==> config.mk <==
export PLATFORM = sky130hd
export DESIGN_NAME = sp_packer
export DESIGN_NICKNAME = d
export VERILOG_FILES = /design/src/rtl/spk_pkg.sv /design/src/rtl/spk_align.sv /design/src/rtl/spk_round.sv /design/src/rtl/sp_packer.sv
export SDC_FILE = /design/constraint.sdc
export NUM_CORES = 1
export LEC_CHECK = 0
export ABC_AREA = 1
export BUFFER_PORTS_ARGS = -buffer_cell sky130_fd_sc_hd__buf_2
export CORE_UTILIZATION = 25
export CTS_CLUSTER_DIAMETER = 50
export CTS_CLUSTER_SIZE = 10
export DETAILED_ROUTE_END_ITERATION = 8
export PLACE_DENSITY = 0.4
export SYNTH_ARGS = -nofsm -noshare
export SYNTH_HDL_FRONTEND = slang
export SYNTH_SLANG_ARGS = --single-unit
==> constraint.sdc <==
create_clock -name clk -period 1.9 [get_ports clk]
set_input_delay 0.38 -clock clk [delete_from_list [all_inputs] [get_ports clk]]
set_output_delay 0.38 -clock clk [all_outputs]
set_load 0.01 [all_outputs]
==> src/rtl/spk_pkg.sv <==
package spk_pkg;
  localparam int FRAC_W  = 23;
  localparam int BIAS    = 127;
  localparam int EXP_TOP = 255;

  typedef enum logic [1:0] {CLS_ZERO = 2'd0, CLS_NUM = 2'd1, CLS_INF = 2'd2, CLS_NAN = 2'd3} cls_e;
  typedef enum logic [1:0] {RM_NEAR = 2'd0, RM_ZERO = 2'd1, RM_DOWN = 2'd2, RM_UP = 2'd3} rmode_e;

  // increment decision for the kept mantissa
  function automatic logic round_up(input logic [1:0] mode, input logic sign,
                                    input logic lsb, input logic g, input logic r, input logic s);
    logic lost;
    lost = g | r | s;
    case (mode)
      RM_NEAR: round_up = g & (r | s | lsb);
      RM_ZERO: round_up = 1'b0;
      RM_DOWN: round_up = lost & sign;
      default: round_up = lost & ~sign;
    endcase
  endfunction

  // overflow goes to infinity (1) or to the largest finite value (0)
  function automatic logic ovf_to_inf(input logic [1:0] mode, input logic sign);
    case (mode)
      RM_NEAR: ovf_to_inf = 1'b1;
      RM_ZERO: ovf_to_inf = 1'b0;
      RM_DOWN: ovf_to_inf = sign;
      default: ovf_to_inf = ~sign;
    endcase
  endfunction
endpackage

==> src/rtl/spk_align.sv <==
module spk_align #(
  parameter int MW = 32,
  parameter int EW = 10
) (
  input  logic                 clk,
  input  logic                 rst_n,
  input  logic                 chk_num,
  input  logic signed [EW-1:0] exp_in,
  input  logic [MW-1:0]        mant_in,
  input  logic                 sticky_in,
  output logic signed [EW+1:0] biased,
  output logic                 is_sub,
  output logic [23:0]          kept,
  output logic                 g_bit,
  output logic                 r_bit,
  output logic                 s_bit
);
  localparam int BW  = EW + 2;
  localparam int SHW = $clog2(MW + 1);

  logic signed [BW-1:0] deficit;
  logic [SHW-1:0]       dcl;
  logic [MW-1:0]        shifted;
  logic                 lost;

  always_comb begin
    biased  = $signed({{2{exp_in[EW-1]}}, exp_in}) + $signed(BW'(spk_pkg::BIAS));
    is_sub  = (biased <= 0);
    deficit = $signed(BW'(1)) - biased;
    if (!is_sub)                          dcl = '0;
    else if (deficit > $signed(BW'(MW)))  dcl = SHW'(MW);
    else                                  dcl = deficit[SHW-1:0];
    shifted = mant_in >> dcl;
    lost    = |(mant_in & ~({MW{1'b1}} << dcl));
    kept    = shifted[MW-1 -: 24];
    g_bit   = shifted[MW-25];
    r_bit   = shifted[MW-26];
    s_bit   = (|shifted[MW-27:0]) | lost | sticky_in;
  end

  // a normal number keeps its hidden bit in the top kept position
  a_r10_hidden_set: assert property (@(posedge clk) disable iff (!rst_n)
    (chk_num && !is_sub) |-> kept[23]);
endmodule

==> src/rtl/spk_round.sv <==
module spk_round (
  input  logic [23:0] kept,
  input  logic        g_bit,
  input  logic        r_bit,
  input  logic        s_bit,
  input  logic [1:0]  mode,
  input  logic        sign,
  output logic [24:0] rounded,
  output logic        inexact,
  output logic        bumped
);
  always_comb begin
    inexact = g_bit | r_bit | s_bit;
    bumped  = spk_pkg::round_up(mode, sign, kept[0], g_bit, r_bit, s_bit);
    rounded = {1'b0, kept} + {24'd0, bumped};
  end
endmodule

==> src/rtl/sp_packer.sv <==
module sp_packer #(
  parameter int MW = 32,
  parameter int EW = 10
) (
  input  logic                 clk,
  input  logic                 rst_n,
  input  logic                 in_valid,
  input  logic [1:0]           in_class,
  input  logic                 in_sign,
  input  logic signed [EW-1:0] in_exp,
  input  logic [MW-1:0]        in_mant,
  input  logic                 in_sticky,
  input  logic [1:0]           in_rmode,
  output logic                 out_valid,
  output logic [31:0]          out_word,
  output logic                 out_unf,
  output logic                 out_ovf,
  output logic                 out_inexact,
  output logic                 out_operr
);
  import spk_pkg::*;
  localparam int BW = EW + 2;

  logic signed [BW-1:0] biased, fexp;
  logic                 is_sub, g_bit, r_bit, s_bit, inexact, bumped;
  logic [23:0]          kept;
  logic [24:0]          rounded;
  logic                 ev_num, ev_promote, ev_carry2, ev_ovf;
  logic [31:0]          nxt_word;
  logic                 nxt_unf, nxt_ovf, nxt_inx, nxt_opr;

  assign ev_num = (in_class == CLS_NUM);

  spk_align #(.MW(MW), .EW(EW)) u_align (
    .clk(clk), .rst_n(rst_n), .chk_num(in_valid && ev_num),
    .exp_in(in_exp), .mant_in(in_mant), .sticky_in(in_sticky),
    .biased(biased), .is_sub(is_sub), .kept(kept),
    .g_bit(g_bit), .r_bit(r_bit), .s_bit(s_bit));

  spk_round u_round (
    .kept(kept), .g_bit(g_bit), .r_bit(r_bit), .s_bit(s_bit),
    .mode(in_rmode), .sign(in_sign),
    .rounded(rounded), .inexact(inexact), .bumped(bumped));

  always_comb begin
    ev_promote = is_sub && rounded[23];
    ev_carry2  = !is_sub && rounded[24];
    if (is_sub) fexp = ev_promote ? $signed(BW'(1)) : '0;
    else        fexp = biased + $signed({{(BW-1){1'b0}}, rounded[24]});
    ev_ovf = ev_num && (fexp >= $signed(BW'(EXP_TOP)));

    nxt_unf = 1'b0;
    nxt_ovf = 1'b0;
    nxt_inx = 1'b0;
    nxt_opr = 1'b0;
    case (in_class)
      CLS_ZERO: nxt_word = {in_sign, 31'd0};
      CLS_INF:  nxt_word = {in_sign, 8'hFF, 23'd0};
      CLS_NAN:  nxt_word = {in_sign, 8'hFF, in_mant[MW-2 -: FRAC_W]};
      default: begin
        nxt_unf = is_sub;
        nxt_inx = inexact | ev_ovf;
        nxt_ovf = ev_ovf;
        nxt_opr = ev_ovf;
        if (ev_ovf)
          nxt_word = ovf_to_inf(in_rmode, in_sign) ? {in_sign, 8'hFF, 23'd0}
                                                   : {in_sign, 8'hFE, 23'h7FFFFF};
        else
          nxt_word = {in_sign, fexp[7:0], rounded[22:0]};
      end
    endcase
  end

  always_ff @(posedge clk or negedge rst_n) begin
    if (!rst_n) begin
      out_valid   <= 1'b0;
      out_word    <= '0;
      out_unf     <= 1'b0;
      out_ovf     <= 1'b0;
      out_inexact <= 1'b0;
      out_operr   <= 1'b0;
    end else begin
      out_valid <= in_valid;
      if (in_valid) begin
        out_word    <= nxt_word;
        out_unf     <= nxt_unf;
        out_ovf     <= nxt_ovf;
        out_inexact <= nxt_inx;
        out_operr   <= nxt_opr;
      end
    end
  end

  a_r1_valid_follows: assert property (@(posedge clk) disable iff (!rst_n)
    in_valid |=> out_valid);
  a_r1_idle_follows: assert property (@(posedge clk) disable iff (!rst_n)
    !in_valid |=> !out_valid);
  a_r8_ovf_flags: assert property (@(posedge clk) disable iff (!rst_n)
    (out_valid && out_ovf) |-> (out_inexact && out_operr));
  a_r9_ovf_exp: assert property (@(posedge clk) disable iff (!rst_n)
    (out_valid && out_ovf) |-> (out_word[30:23] >= 8'd254));
  a_r6_sub_exp: assert property (@(posedge clk) disable iff (!rst_n)
    (out_valid && out_unf) |-> (out_word[30:23] <= 8'd1));
  a_r5_carry_frac: assert property (@(posedge clk) disable iff (!rst_n)
    (in_valid && ev_carry2 && !ev_ovf) |=> (out_word[22:0] == 23'd0));
  a_r7_promote: assert property (@(posedge clk) disable iff (!rst_n)
    (in_valid && ev_num && ev_promote) |=> (out_word[30:0] == {8'd1, 23'd0}));
endmodule

Word level (Yosys, flattened, before mapping) --
Index checks and enable logic that the tools add are counted.
Word-level totals: word-level logic and storage cells 53, input port bits 51, flip-flop bits (word level) 36
Operators by class: shifts and indexed selects 2, mux-type cells 14, $lt $le $gt $ge 3, reductions and logical operators 7, eq/ne operators 5, add/sub/neg operators 4, bitwise gates (word level) 13
Operators with widths (number):
- case mux 31 bit (3 select lines) | 1
- bitwise AND 32 bit | 1
- NOT 32 bit | 1
- OR reduction 32 bit | 1
- left shift 32 x 6 -> 32 bit (first input constant) | 1
- right shift 32 x 6 -> 32 bit | 1
- two-way mux 31 bit | 1
- adder 24 x 1 -> 25 bit | 1
- two-way mux 24 bit | 1
- adder 11 x 2 -> 12 bit | 1
- greater-or-equal comparator 12 x 9 -> 1 bit (second input constant) | 1
- > comparator 12 x 7 -> 1 bit (second input constant) | 1
- two-way mux 12 bit | 1
- two-way mux 6 bit | 2
- subtractor 2 x 11 -> 12 bit (first input constant) | 1
- adder 10 x 8 -> 11 bit (second input constant) | 1
- <= comparator 11 x 1 -> 1 bit (second input constant) | 1
- OR 1 bit | 7
- equality test 2 bit (second input constant) | 3
- two-way mux 1 bit | 6
- case mux 1 bit (3 select lines) | 2
- OR reduction 6 bit | 1
- equality test 2 x 1 -> 1 bit (second input constant) | 2
- logical NOT 2 bit | 2
- 4 further kinds | 7

Logic depth before layout (Yosys ltp) --
word-level depth 26, mapped depth 63

By module --
From an unflattened synthesis, not the netlist that was laid out.
Second synthesis, totals: cells, all modules 1110, area total of the unflattened synthesis 5997.0 um2
Modules (own cells, without submodules):
- spk_align | times used 1, sequential area each 0.0 um2, cells each 652, area an instance 2986.6 um2
- sp_packer | times used 1, sequential area each 900.9 um2, cells each 327, area an instance 2333.5 um2
- spk_round | times used 1, sequential area each 0.0 um2, cells each 131, area an instance 676.9 um2

Worst setup path after synthesis --
No wires, ideal clock.
kind input to register, start input in_exp[0], end register out_word[3], slack -5035 ps, stages on the path 56, library setup time 146 ps, data arrival time 6789 ps, required time 1754 ps, path through inv_2 > ha_1 > xnor2_2 > ha_1 > nand3_1 > nor2_2 > nand2_1 > nand2_1 > inv_2 > nand2_2 > nand2_2 > o21bai_4 > nand2_4 > nor2_4 > buf_6 > buf_6 > buf_2 > nor2_1 > [... 20 more ...] > nor2_1 > ha_1 > ha_1 > inv_1 > nor3_1 > nand3_1 > nor2_1 > inv_1 > nor2_1 > a31oi_1 > a22o_1 > nand2_1 > inv_1 > o211ai_1 > clkbuf_1 > o21ai_0 > nand2_1 > o311ai_0
Between the ends: cells in the longest elaborated chain, start to end 23
RTL lines:
- start, declared | line sp_packer.sv:10 | input logic signed [EW-1:0] in_exp,
- adder 10 x 8 -> 11 bit (*) | line spk_align.sv:27 | biased = $signed({{2{exp_in[EW-1]}}, exp_in}) + $signed(BW'(spk_pkg::BIAS));
- parallel branches: the longest is 20 deep, another holds subtractor 2 x 11 -> 12 bit
- two-way mux 31 bit (*) | line sp_packer.sv:65 | if (ev_ovf)
- case mux 31 bit (3 select lines) (*) | line sp_packer.sv:56 | case (in_class)
- end signal, assigned | line sp_packer.sv:85 | out_word <= nxt_word;
- end, declared | line sp_packer.sv:15 | output logic [31:0] out_word,
Every way passes the cells marked *. A chain may end at the register's enable or synchronous reset.

Worst setup path in the final report --
start input in_exp[1], end register out_inexact
Between the ends: cells in the longest elaborated chain, start to end 23
RTL lines:
- adder 10 x 8 -> 11 bit (*) | line spk_align.sv:27
- parallel branches: the longest is 20 deep, another holds subtractor 2 x 11 -> 12 bit
- OR 1 bit (*) | line sp_packer.sv:62 | nxt_inx = inexact | ev_ovf;
- two-way mux 1 bit (*) | line sp_packer.sv:56
- end signal, assigned | line sp_packer.sv:88 | out_inexact <= nxt_inx;
- end, declared | line sp_packer.sv:18 | output logic out_inexact,
Marked as above.

==> metrics.txt <==
dominant synthesized flop cell=dfrtp_1; Port Buffers=87; clock buffer depth=2; ant diodes=0; Syn Std Cell Area=5400 sq um; Worst Skew=0 ns; Max Clk Rate=148 MHz; Initial DRC Count=611; R2R Path Start=out_word[15]; die area=22,200 sq um; Lkg Pwr=0.00518 uW; Detailed Route WL=29,600 um; Total GRT Usage=0.267; Worst Path Max Fanout=5; Period minus WS final=6.74 ns; Post-Synthesis Cells=969; CP required=2.07 ns; GP Congestion=0.926; CP Class=in2reg; first-pass GRT wire length=45,100 um; Tightest Hold Check Type=in2async; Inserted Clock Buffers=5; CP max stage cell=a21oi_2; CTS tree=done; Post-Syn Nets=1,029; drt via density=4.94; startpoint class of the critical path=input pin; max-slew headroom at the worst pin=0.675; failing checks=setup timing; WL per Instance=17.8 um; final instance area=10,400 sq um; status=finished with violations; Initial DRT Pass Iterations=5; crit path buf inv count=35; final setup fails=33; vias in the first global route=8,176; Initial Util=0.256; Die X=149 um; dpl cells=1,565; Final Hold Fails=0; H-tree levels=2; largest net degree at the start of global routing=39; clk sinks=36; antenna viol nets, final=0; Peak supply drop=442 uV; CP arrival=6.91 ns; vias=8,188; fin nets=1,443; Clock Tree Root=clkbuf_16; Area Growth Syn to Fin=92.2%; Post-synth EDFFs=0; Async SR Flop Fraction=1.00; CP endpoint kind=register; post-synthesis sequential area ratio=0.167; dpl ws=-5.36 ns; chip height=149 um; Critical Path Most Common Cell=buf_4; layout cell share with drive strength beyond 1=0.507; Avg Cell Area, Syn=5.57 sq um; Max Cap Violations=0; DPL Wire Length=22,000 um; P per Cell Area=495 nW/um^2; final setup margin=-4.84 ns; worst setup path startpoint=in_exp[1]; Worst-Margin Slew=0.487 ns; unique cell type count in the Yosys netlist=53; antenna violations before repair=0; Synth Register Bits=36; cell family with most CP delay=buffers and inverters; dpl cell area=8310 sq um; unrepaired setup endpoints after global routing=yes; worst skew pair latency=0.28 ns; period utilization=3.55; Slew Viols, Final=0; Largest stage delay, worst path=0.26 ns; Yosys warnings=0; Finished Layout Cells=1,659; IO Count=88; Congestion Overflow GR=0; Worst-path clk slew=0.06 ns; core area=21,100 sq um; DRC=0; cell row count=53
state kept, by name, summed over array words and instances, names as in the netlist:
| name | count |
|---|---|
| out_inexact | 1 |
| out_operr | 1 |
| out_unf | 1 |
| out_valid | 1 |
| out_word | 32 |
synth_stat cells, types with 3 or more instances:
cell / n / area share
nand4_1: 13 / 0.015
a21oi_1: 41 / 0.038
xor2_1: 10 / 0.016
nand2_2: 11 / 0.013
o211ai_1: 4 / 0.0056
inv_2: 10 / 0.0070
a31oi_1: 5 / 0.0058
nor2_1: 89 / 0.062
nor2_4: 3 / 0.0063
nand3_1: 199 / 0.18
ha_1: 9 / 0.021
buf_2: 17 / 0.016
inv_1: 91 / 0.063
or2_2: 3 / 0.0035
nand3b_1: 4 / 0.0056
nand2_1: 253 / 0.18
nor3_1: 18 / 0.017
o21ai_1: 9 / 0.0083
o311ai_0: 4 / 0.0065
nor2_2: 11 / 0.013
o21ai_0: 65 / 0.060
nand3_2: 4 / 0.0074
dfrtp_1: 36 / 0.17
buf_4: 5 / 0.0070
xnor2_1: 3 / 0.0049
clkbuf_1: 16 / 0.011
buf_6: 3 / 0.0063
what timing repair did:
action                                 4_1_cts  5_1_grt
gates cloned                                 9        2
pin swaps                                   42       36
endpoints found under the hold margin        0        0
setup endpoints to repair                   34       34
gates resized for setup                    149      131
buffers inserted                            65       13
hold buffers                                 0        0
report_power, final:
part / total [uW] / switching (uW) / leakage, uW / internal, uW
clock: 854 / 331 / 0.0000701 / 523
sequential: 895 / 45.0 / 0.000446 / 850
combinational: 3390 / 1820 / 0.00466 / 1570
layout make-up:
cell class                 instances  area (sq um)
tap                              275           344
multi-input combinational        789          4940
inverter                         103           417
timing repair buffer             448          3610
sequential                        36           901
clock buffer                       7           143
clock inverter                     1          7.51
fill                            2194         10700
layout by cell type, fill, tap and decap left out, types with 16 or more instances in the layout:
cell     netlist  routed
nand3_2        4      70
inv_2         10      17
o21ai_1        9      25
nand2_1      253     208
o21ai_0       65      33
buf_2         17      84
dfrtp_1       36      36
nand2_2       11      47
nand3_1      199     122
nor3_1        18      16
nor2_1        89      73
buf_4          5     321
a21oi_1       41      31
nor2_4         3      16
inv_1         91      77
buf_12         0      19
kinds of logic (layout without fill, tap and decap cells):
group / after synthesis / count (layout) / share of synthesized area
adder cells (fa/ha/maj): 9 / 9 / 0.0209
AO/OA/AOI/OAI: 148 / 148 / 0.158
buffers and inverters: 145 / 559 / 0.112
AND/OR/NAND/NOR: 617 / 618 / 0.517
XOR/XNOR: 14 / 14 / 0.0241
flip-flops: 36 / 36 / 0.167
metal layers:
layer,wire length [um],part of all wire,GRT usage
met5,0,0,0
met4,1400,0.047,0.117
met3,1810,0.061,0.0373
met2,13500,0.46,0.436
met1,12800,0.43,0.348
final timing paths:
kind	endpoint	slack, ns	cells after the start
hold / removal	out_word[11]	0.14	2
setup reg to reg	out_word[15]	1.03	3
min in group clk	out_word[27]	0.37	3
setup / recovery	out_inexact	-4.84	55
hold reg to reg	out_word[31]	0.47	2
max in group asynchronous	out_word[18]	1.42	2
metrics by stage:
stage / utilization / setup TNS, ns / power [uW] / hold WS, ns
floorplan: - / -142.99 / 2200 / 0.0844
global placement: 0.394 / -169.14 / 3680 / 0.457
detailed placement: 0.394 / -171.97 / 3660 / 0.453
CTS: 0.464 / -146.27 / 4890 / 0.158
global route: 0.492 / -162.90 / 5470 / 0.179
finish: 0.492 / -148.19 / 5140 / 0.141
Note: power is estimated with default switching activity, not from simulation.
